===== src/rtl/gt_pkg.sv =====
package gt_pkg;
  localparam int CFG_W = 5;
  localparam logic [1:0] ADDR_CFG = 2'd0;
  localparam logic [1:0] ADDR_COUNT = 2'd1;
  localparam logic [1:0] ADDR_CMD = 2'd2;
  localparam int CMD_GO_BIT = 0;
  localparam int CMD_CLR_BIT = 1;

  // packed MSB first: gateEn lands on bit 0
  typedef struct packed {
    logic irqEn;
    logic pulseEn;
    logic toggleEn;
    logic activeLow;
    logic gateEn;
  } cfg_t;

  typedef struct packed {
    logic step;
    logic load;
  } cnt_cmd_t;
endpackage


===== src/rtl/gt_gate_ctrl.sv =====
module gt_gate_ctrl
  import gt_pkg::*;
#(
  parameter int SYNC_STAGES = 2
) (
  input  logic             clk,
  input  logic             rstN,
  input  logic             gateIn,
  input  logic             cntEnIn,
  input  logic             wrEn,
  input  logic [1:0]       wrAddr,
  input  logic [CFG_W-1:0] cfgData,
  input  logic [1:0]       cmdData,
  output cfg_t             cfg,
  output logic             goBusy,
  output logic             gateLevel,
  output logic             eventFlag,
  output logic             irq,
  output cnt_cmd_t         cntCmd
);
  logic [SYNC_STAGES-1:0] syncReg;
  logic gSync, polAdj, polPrev, polRise;
  logic tff, toggled, togPrev, togRise, togFall;
  logic pulseActive, gVal, gValPrev, gFall;
  logic cfgWr, cmdWr, setGo, clrReq, hwDone;

  // multi-stage synchronizer on the raw gate
  generate
    if (SYNC_STAGES == 1) begin : g_sync1
      always_ff @(posedge clk or negedge rstN)
        if (!rstN) syncReg <= '0;
        else       syncReg <= gateIn;
    end else begin : g_syncN
      always_ff @(posedge clk or negedge rstN)
        if (!rstN) syncReg <= '0;
        else       syncReg <= {syncReg[SYNC_STAGES-2:0], gateIn};
    end
  endgenerate
  assign gSync = syncReg[SYNC_STAGES-1];

  assign cfgWr  = wrEn && (wrAddr == ADDR_CFG);
  assign cmdWr  = wrEn && (wrAddr == ADDR_CMD);
  assign setGo  = cmdWr && cmdData[CMD_GO_BIT];
  assign clrReq = cmdWr && cmdData[CMD_CLR_BIT];

  always_ff @(posedge clk or negedge rstN)
    if (!rstN)      cfg <= '0;
    else if (cfgWr) cfg <= cfg_t'(cfgData);

  // polarity
  assign polAdj  = gSync ^ cfg.activeLow;
  assign polRise = polAdj && !polPrev;

  // toggle flip-flop, held clear while toggle mode is off
  always_ff @(posedge clk or negedge rstN)
    if (!rstN) begin
      polPrev <= 1'b0;
      tff     <= 1'b0;
    end else begin
      polPrev <= polAdj;
      if (!cfg.toggleEn) tff <= 1'b0;
      else if (polRise)  tff <= ~tff;
    end

  assign toggled = cfg.toggleEn ? tff : polAdj;
  assign togRise = toggled && !togPrev;
  assign togFall = !toggled && togPrev;

  // single-pulse window and go/done handshake
  assign hwDone = cfg.pulseEn && pulseActive && togFall;

  always_ff @(posedge clk or negedge rstN)
    if (!rstN) begin
      togPrev     <= 1'b0;
      pulseActive <= 1'b0;
      goBusy      <= 1'b0;
    end else begin
      togPrev <= toggled;
      if (!cfg.pulseEn)           pulseActive <= 1'b0;
      else if (hwDone)            pulseActive <= 1'b0;
      else if (goBusy && togRise) pulseActive <= 1'b1;
      if (hwDone)     goBusy <= 1'b0;
      else if (setGo) goBusy <= 1'b1;
    end

  assign gVal      = cfg.pulseEn ? pulseActive : toggled;
  assign gateLevel = gVal;
  assign gFall     = gValPrev && !gVal;

  // sticky event flag, set wins over clear
  always_ff @(posedge clk or negedge rstN)
    if (!rstN) begin
      gValPrev  <= 1'b0;
      eventFlag <= 1'b0;
    end else begin
      gValPrev <= gVal;
      if (gFall)       eventFlag <= 1'b1;
      else if (clrReq) eventFlag <= 1'b0;
    end

  assign irq = eventFlag && cfg.irqEn;

  assign cntCmd.step = cntEnIn && (!cfg.gateEn || gVal);
  assign cntCmd.load = wrEn && (wrAddr == ADDR_COUNT);

  a_r5_fall_sets_flag: assert property (@(posedge clk) disable iff (!rstN)
    $fell(gVal) |=> eventFlag);
  a_r6_flag_sticky: assert property (@(posedge clk) disable iff (!rstN)
    eventFlag && !clrReq |=> eventFlag);
  a_r7_irq_masked: assert property (@(posedge clk) disable iff (!rstN)
    !cfg.irqEn |-> !irq);
  a_r9_done_at_close: assert property (@(posedge clk) disable iff (!rstN)
    $fell(goBusy) |-> $fell(pulseActive));
  a_r9_count_in_window: assert property (@(posedge clk) disable iff (!rstN)
    cntCmd.step && cfg.gateEn && cfg.pulseEn |-> pulseActive);
  a_r8_tff_clear: assert property (@(posedge clk) disable iff (!rstN)
    !cfg.toggleEn |=> !tff);
endmodule


===== src/rtl/gt_counter.sv =====
module gt_counter
  import gt_pkg::*;
#(
  parameter int CNT_W = 16
) (
  input  logic             clk,
  input  logic             rstN,
  input  cnt_cmd_t         cmd,
  input  logic [CNT_W-1:0] loadVal,
  output logic [CNT_W-1:0] count
);
  localparam logic [CNT_W-1:0] ONE = CNT_W'(1);

  // load has priority, natural wrap
  always_ff @(posedge clk or negedge rstN)
    if (!rstN)         count <= '0;
    else if (cmd.load) count <= loadVal;
    else if (cmd.step) count <= count + ONE;

  a_r2_step_adds_one: assert property (@(posedge clk) disable iff (!rstN)
    cmd.step && !cmd.load |=> count == $past(count) + ONE);
  a_r2_hold_when_idle: assert property (@(posedge clk) disable iff (!rstN)
    !cmd.step && !cmd.load |=> $stable(count));
  a_r11_load_wins: assert property (@(posedge clk) disable iff (!rstN)
    cmd.load |=> count == $past(loadVal));
endmodule


===== src/rtl/gated_timer.sv =====
module gated_timer
  import gt_pkg::*;
#(
  parameter int CNT_W       = 16,
  parameter int SYNC_STAGES = 2
) (
  input  logic             clk,
  input  logic             rstN,
  input  logic             gateIn,
  input  logic             cntEnIn,
  input  logic             wrEn,
  input  logic [1:0]       wrAddr,
  input  logic [CNT_W-1:0] wrData,
  input  logic [1:0]       rdAddr,
  output logic [CNT_W-1:0] rdData,
  output logic             irq
);
  localparam int STAT_W = CFG_W + 3;
  localparam int PAD_W  = CNT_W - STAT_W;

  cfg_t             cfg;
  cnt_cmd_t         cntCmd;
  logic             goBusy, gateLevel, eventFlag;
  logic [CNT_W-1:0] count;
  logic [STAT_W-1:0] statusWord;

  gt_gate_ctrl #(.SYNC_STAGES(SYNC_STAGES)) u_ctrl (
    .clk(clk), .rstN(rstN), .gateIn(gateIn), .cntEnIn(cntEnIn),
    .wrEn(wrEn), .wrAddr(wrAddr),
    .cfgData(wrData[CFG_W-1:0]), .cmdData(wrData[1:0]),
    .cfg(cfg), .goBusy(goBusy), .gateLevel(gateLevel),
    .eventFlag(eventFlag), .irq(irq), .cntCmd(cntCmd)
  );

  gt_counter #(.CNT_W(CNT_W)) u_cnt (
    .clk(clk), .rstN(rstN), .cmd(cntCmd), .loadVal(wrData), .count(count)
  );

  assign statusWord = {eventFlag, gateLevel, goBusy, cfg};

  always_comb
    case (rdAddr)
      ADDR_CFG:   rdData = {{PAD_W{1'b0}}, statusWord};
      ADDR_COUNT: rdData = count;
      default:    rdData = '0;
    endcase
endmodule


===== config.mk =====
export PLATFORM = sky130hd
export DESIGN_NAME = gated_timer
export DESIGN_NICKNAME = d
export VERILOG_FILES = /design/src/rtl/gt_pkg.sv /design/src/rtl/gt_gate_ctrl.sv /design/src/rtl/gt_counter.sv /design/src/rtl/gated_timer.sv
export SDC_FILE = /design/constraint.sdc
export NUM_CORES = 1
export LEC_CHECK = 0
export ABC_AREA = 0
export BUFFER_PORTS_ARGS = -buffer_cell sky130_fd_sc_hd__buf_2
export CORE_ASPECT_RATIO = 0.7
export CORE_MARGIN = 1.5
export CORE_UTILIZATION = 48
export DETAILED_ROUTE_END_ITERATION = 7
export HOLD_SLACK_MARGIN = 0.1
export PLACE_DENSITY = 0.86
export SLEW_MARGIN = 20
export SYNTH_ARGS = -nofsm -noshare
export SYNTH_HDL_FRONTEND = slang
export SYNTH_HIERARCHICAL = 1
export SYNTH_SLANG_ARGS = --single-unit

===== constraint.sdc =====
create_clock -name clk -period 2.1 [get_ports clk]
set_clock_uncertainty 0.2 [all_clocks]
set_input_delay 0.21 -clock clk [delete_from_list [all_inputs] [get_ports clk]]
set_output_delay 0.21 -clock clk [all_outputs]
set_load 0.02 [all_outputs]

* Word-level counts from Yosys, hierarchy flattened
Cells that the tools add are included.
** Word-level totals
- Memories :: 0
- Input port bits :: 25
- Bits in writable memories :: 0
- Word-level logic and storage cells :: 61
- Output and inout bits :: 17
- Memory bits (read-only) :: 0
- Flip-flop bits (word level) :: 30
- Bits in latches :: 0
** Operators by class
- $add $sub $neg :: 1
- $lt $le $gt $ge :: 0
- Multiplexer cells :: 14
- Bitwise gates (word level) :: 2
- Divide/modulo/power cells :: 0
- Eq/ne operators :: 5
- Shift operators :: 0
- Multipliers :: 0
- Reductions and logical operators :: 25
** Operators with widths (count)
- $mux 16 :: 2
- $pmux 16 s2 :: 1
- $add 16x1->16 const B :: 1
- $logic_and 1x1->1 :: 14
- $mux 1 :: 11
- $reduce_bool 2->1 :: 3
- $logic_not 1->1 :: 5
- $eq 2x1->1 const B :: 2
- $logic_not 2->1 :: 2
- $ne 3x3->1 const B :: 1
- $eq 2x2->1 const B :: 1
- $ne 2x2->1 const B :: 1
- $logic_or 1x1->1 :: 1
- $not 1->1 :: 1
- $xor 1x1->1 :: 1

* Depth between registers and ports, before layout
- Depth in word-level cells :: 7
- Mapped depth :: 9

* Cells and area by module
Netlist, hierarchy kept.
** Modules (own cells, without submodules)
- gt_counter :: seq. area each 400.4 sq um, cells each 99, instances 1, area each 943.4 sq um
- gt_gate_ctrl :: seq. area each 350.3 sq um, cells each 46, instances 1, area each 581.8 sq um
- gated_timer :: seq. area each 0.0 sq um, cells each 27, instances 1, area each 190.2 sq um

* Worst setup path before layout
No wires, ideal clock.
- Path type :: register to register
- Start :: register, netlist name u_ctrl/cfg[1]
- End :: register u_cnt.count[15]
- Arrival time :: 1.916 ns
- Setup time :: 0.124 ns
- Buffers on the path :: 0
- Data required time :: 1.776 ns
- Cell stages (with the launch flop) :: 9
- Period minus slack after synthesis :: 2.240 ns
- Setup slack :: -0.140 ns
- Cell sequence :: dfrtp_1 -> xnor2_1 -> inv_2 -> o211ai_2 -> a31oi_1 -> nand4_4 -> nor2_2 -> a31oi_1 -> o31a_1
** RTL lines
- end signal: assignment :: line gt_counter.sv:17 : else if (cmd.load) count <= loadVal;
- end signal: assignment :: line gt_counter.sv:18 : else if (cmd.step) count <= count + ONE;
- end: declaration :: line gt_counter.sv:10 : output logic [CNT_W-1:0] count

* Worst setup path in the final report
- Start :: register u_ctrl.syncReg[1]
- End :: output port rdData[6]
** On the way
- Cells in the longest elaborated chain, start to end :: 4
** Ends and longest elaborated chain
- start: declaration :: line gt_gate_ctrl.sv:21 : logic [SYNC_STAGES-1:0] syncReg;
- start signal: assignment :: line gt_gate_ctrl.sv:36 : else syncReg <= {syncReg[SYNC_STAGES-2:0], gateIn};
- $xor 1x1->1 :: line gt_gate_ctrl.sv:51 : assign polAdj = gSync ^ cfg.activeLow;
- via u_ctrl.polAdj :: line gt_gate_ctrl.sv:22 : logic gSync, polAdj, polPrev, polRise;
- $mux 1 :: line gt_gate_ctrl.sv:65 : assign toggled = cfg.toggleEn ? tff : polAdj;
- $mux 1 :: line gt_gate_ctrl.sv:86 : assign gVal = cfg.pulseEn ? pulseActive : toggled;
- via gateLevel :: line gated_timer.sv:23 : logic goBusy, gateLevel, eventFlag;
- $pmux 16 s2 :: line gated_timer.sv:42 : case (rdAddr)
- end: declaration :: line gated_timer.sv:15 : output logic [CNT_W-1:0] rdData,
The timed path passes the listed nets, and every way through them passes these cells.

==> run metrics <==
Area contributors post-synth dfrtp_1 (44%), mux2i_1 (5.3%), nand2_1 (4.6%); Sw Pwr between 0.7 and 0.8 mW; Critical R2R Capture u_cnt/count[14]; Layout Nets 269; CP Launch Type flip-flop; Max H-tree Level 2; most common flop cell mapped by yosys dfrtp_1; # diodes 0; Top Ports 42; routed vias 1521; Synth Cell Area approximately 0.0017 mm²; flops & latches, synth 30; Clk network pwr share between 20% and 30%; P per Cell Area between 800 and 900 mW/mm²; mean post-synth cell area between 9 and 10 µm²; gpl congestion approximately 0.90; DPL Wire Length ~2700 µm; VDD IR-drop max 0.000665 V; Switching Share between 30 and 40%; DP Cell Count about 260; port bufs 41; CTS Buf Count 5; CTS tree yes; clock slew at reported path FFs 0.06 ns; Residual DRC 0; Die Ht ~53 µm; Area Growth Syn to Fin 36.5%; number of global-route vias before repair ~1500; Hold Path Origin wrAddr[1]; number of synthesized flops with an enable pin 0; std cell rows 17; clock tree buffer depth 2; drt wl/cell 14.3 µm; Starting Density approximately 52%; initial DRC count around 120; Skew-Pair Late Insertion Delay around 0.28 ns; Cell Count, Final, Fillers Out 289; worst slew pin tran about 0.65 ns; post-synthesis sequential area ratio ~44%; Post-DRT Antenna Nets 0; final period utilization 100%; setup tns final -0.00438 ns; Leakage between 1 and 1.5 nW; fill count approximately 260; worst r2r path cells 7; Die Wd 74.5 µm; violated checks negative setup slack; critical path launch point u_ctrl/syncReg[1]; outcome finished, violations left; Core ar. 0.00328 mm²; clock root cell clkbuf_8; hold path cells 3; Max Cap Violations 0; wire length of the first global-routing pass 6870 µm; crit path time final approximately 2.1 ns; part of the power in combinational logic 32.5%; initial antenna violation count 0; Hold Path Sink u_ctrl/eventFlag; CP max FO 2; Worst R2R Start u_ctrl/syncReg[1]; worst hold path class in2reg; Worst EP required 1.69 ns; overall routing resource usage 24.1%; grt total ovfl 0; Final Max Tran Viols 0; Clock Sinks 30; TritonRoute pass-1 iters 4; Slew HR 56.6%; Setup WS post-layout -0.00438 ns; largest net degree at the start of global routing 34; fraction of layout cells with a size suffix above 1 between 30% and 40%; Post-synth top cells dfrtp_1 (30), nand2_1 (21), o21ai_0 (15); die footprint between 0.003 and 0.004 mm²; Flop pwr share a little under half; Worst Setup End Kind primary output; Unique masters post-synth between 40 and 50; area leader, netlist dfrtp_1; CP arrival approximately 1.7 ns; Post-Synthesis Cells between 150 and 200; syn_nets 198; Avg Vias per Cell ~5.3; RSZ-0062 raised after global routing true; reg2reg setup slack 0.06 ns; most frequent cell after synthesis dfrtp_1; Detailed Route WL approximately 4100 µm; Int Pwr 1.30 mW; top-area cell type share of the netlist area between 40 and 50%; share of flip-flops with an asynchronous set or reset between 90% and 100%; final setup violation count 1; fmax around 480 MHz; Synth Warn # 6; endpoints failing hold 0; Crit Path Class reg2out
## through the flow
| stage | setup WS [ns] | instance area, µm² | power [mW] | hold slack (ns) | util, % |
|---|---|---|---|---|---|
| 2_1_floorplan | 0.00878 | 1750 | 1.30 | -0.286 | - |
| 3_3_place_gp | 0.0543 | 2020 | 1.47 | 0.0713 | 61.7 |
| 3_5_place_dp | -0.0149 | 2020 | 1.50 | 0.0850 | 61.7 |
| 4_1_cts | 0.00175 | 2310 | 2.00 | 0.100 | 70.6 |
| 5_1_grt | -0.0997 | 2340 | 2.15 | 0.129 | 71.5 |
| 6_report | -0.00438 | 2340 | 2.02 | 0.110 | 71.5 |
## registers in the layout (all words and copies together), names as in the netlist
signal / flops
u_cnt/count: 16
u_ctrl/cfg: 5
u_ctrl/eventFlag: 1
u_ctrl/gValPrev: 1
u_ctrl/goBusy: 1
u_ctrl/polPrev: 1
u_ctrl/pulseActive: 1
u_ctrl/syncReg: 2
u_ctrl/tff: 1
u_ctrl/togPrev: 1
## worst max-delay path, stage by stage (launching register included)
cell and delay [ns]:
dfrtp_1 0.39, xnor2_2 0.20, inv_2 0.08, o211ai_4 0.20, buf_6 0.14, nand2_1 0.06
mux2i_1 0.13, nor2_1 0.05, buf_2 0.16
## power by group through the flow
stage          sequential [mW]  combinational, mW  clock (mW)
2_1_floorplan            0.862              0.433           0
3_3_place_gp             0.911              0.562           0
3_5_place_dp             0.920              0.579           0
4_1_cts                  0.910              0.631       0.458
5_1_grt                  0.940              0.724       0.487
6_report                 0.915              0.657       0.448
## logic make-up (layout without fill, tap and decap cells)
| family | after synthesis | in the layout | synth area share (%) |
|---|---|---|---|
| AO/OA/AOI/OAI | 29 | 29 | 11.0 |
| XOR/XNOR | 13 | 13 | 6.64 |
| adder cells (fa/ha/maj) | 1 | 1 | 0.729 |
| buffers and inverters | 16 | 86 | 4.30 |
| flip-flops | 30 | 30 | 43.8 |
| multiplexers | 13 | 13 | 7.88 |
| AND/OR/NAND/NOR | 70 | 70 | 25.7 |
## worst max-delay path by stage
| stage | slack, ns | endpoint | cells after the start |
|---|---|---|---|
| 2_1_floorplan | 0.009 | u_cnt/count[14] | 8 |
| 3_3_place_gp | 0.05 | u_cnt/count[14] | 7 |
| 3_5_place_dp | -0.01 | u_cnt/count[12] | 8 |
| 4_1_cts | 0.002 | rdData[6] | 8 |
| 5_1_grt | -0.1 | rdData[6] | 8 |
| 6_report | -0.004 | rdData[6] | 8 |
## timing repair
action | 4_1_cts | 5_1_grt
setup buffers | 2 | 3
setup endpoints to repair | 3 | 12
hold buffers | 19 | 0
pin swaps | 1 | 4
resized for setup | 2 | 2
endpoints found under the hold margin | 53 | 0
gates cloned | 0 | 0
## layout by cell type, fill, tap and decap left out, types with 2 or more instances in the layout
cell	instances
buf_2	41
dfrtp_1	30
nand2_1	21
dlygate4sd3_1	19
o21ai_0	15
nor2_1	10
buf_4	10
and2_1	9
mux2i_1	9
inv_1	8
xnor2_1	7
clkbuf_8	6
xor2_1	5
nand3_1	4
nand2b_1	4
nand4_1	4
mux2_2	4
and4_2	3
nand4_4	2
a31oi_1	2
o31a_1	2
nor3_1	2
a41oi_1	2
## layout make-up
type                       instances  area, µm²  area share, %
clock buffer                       6       82.6           3.53
inverter                           9       33.8           1.44
multi-input combinational        126        935           39.9
sequential                        30        751           32.1
tap                               47       58.8           2.51
timing repair buffer              71        482           20.6
## metal layers
layer	wire (µm)	global-route usage, %	share of wire (%)	vias to the layer above
met5	0	0	0	-
met4	56	6.97	1.4	0
met3	271	8.38	6.6	6
met2	1930	39.6	47	51
met1	1880	30.1	45	726
li1	-	-	-	738
(Power assumes the default switching activity.)
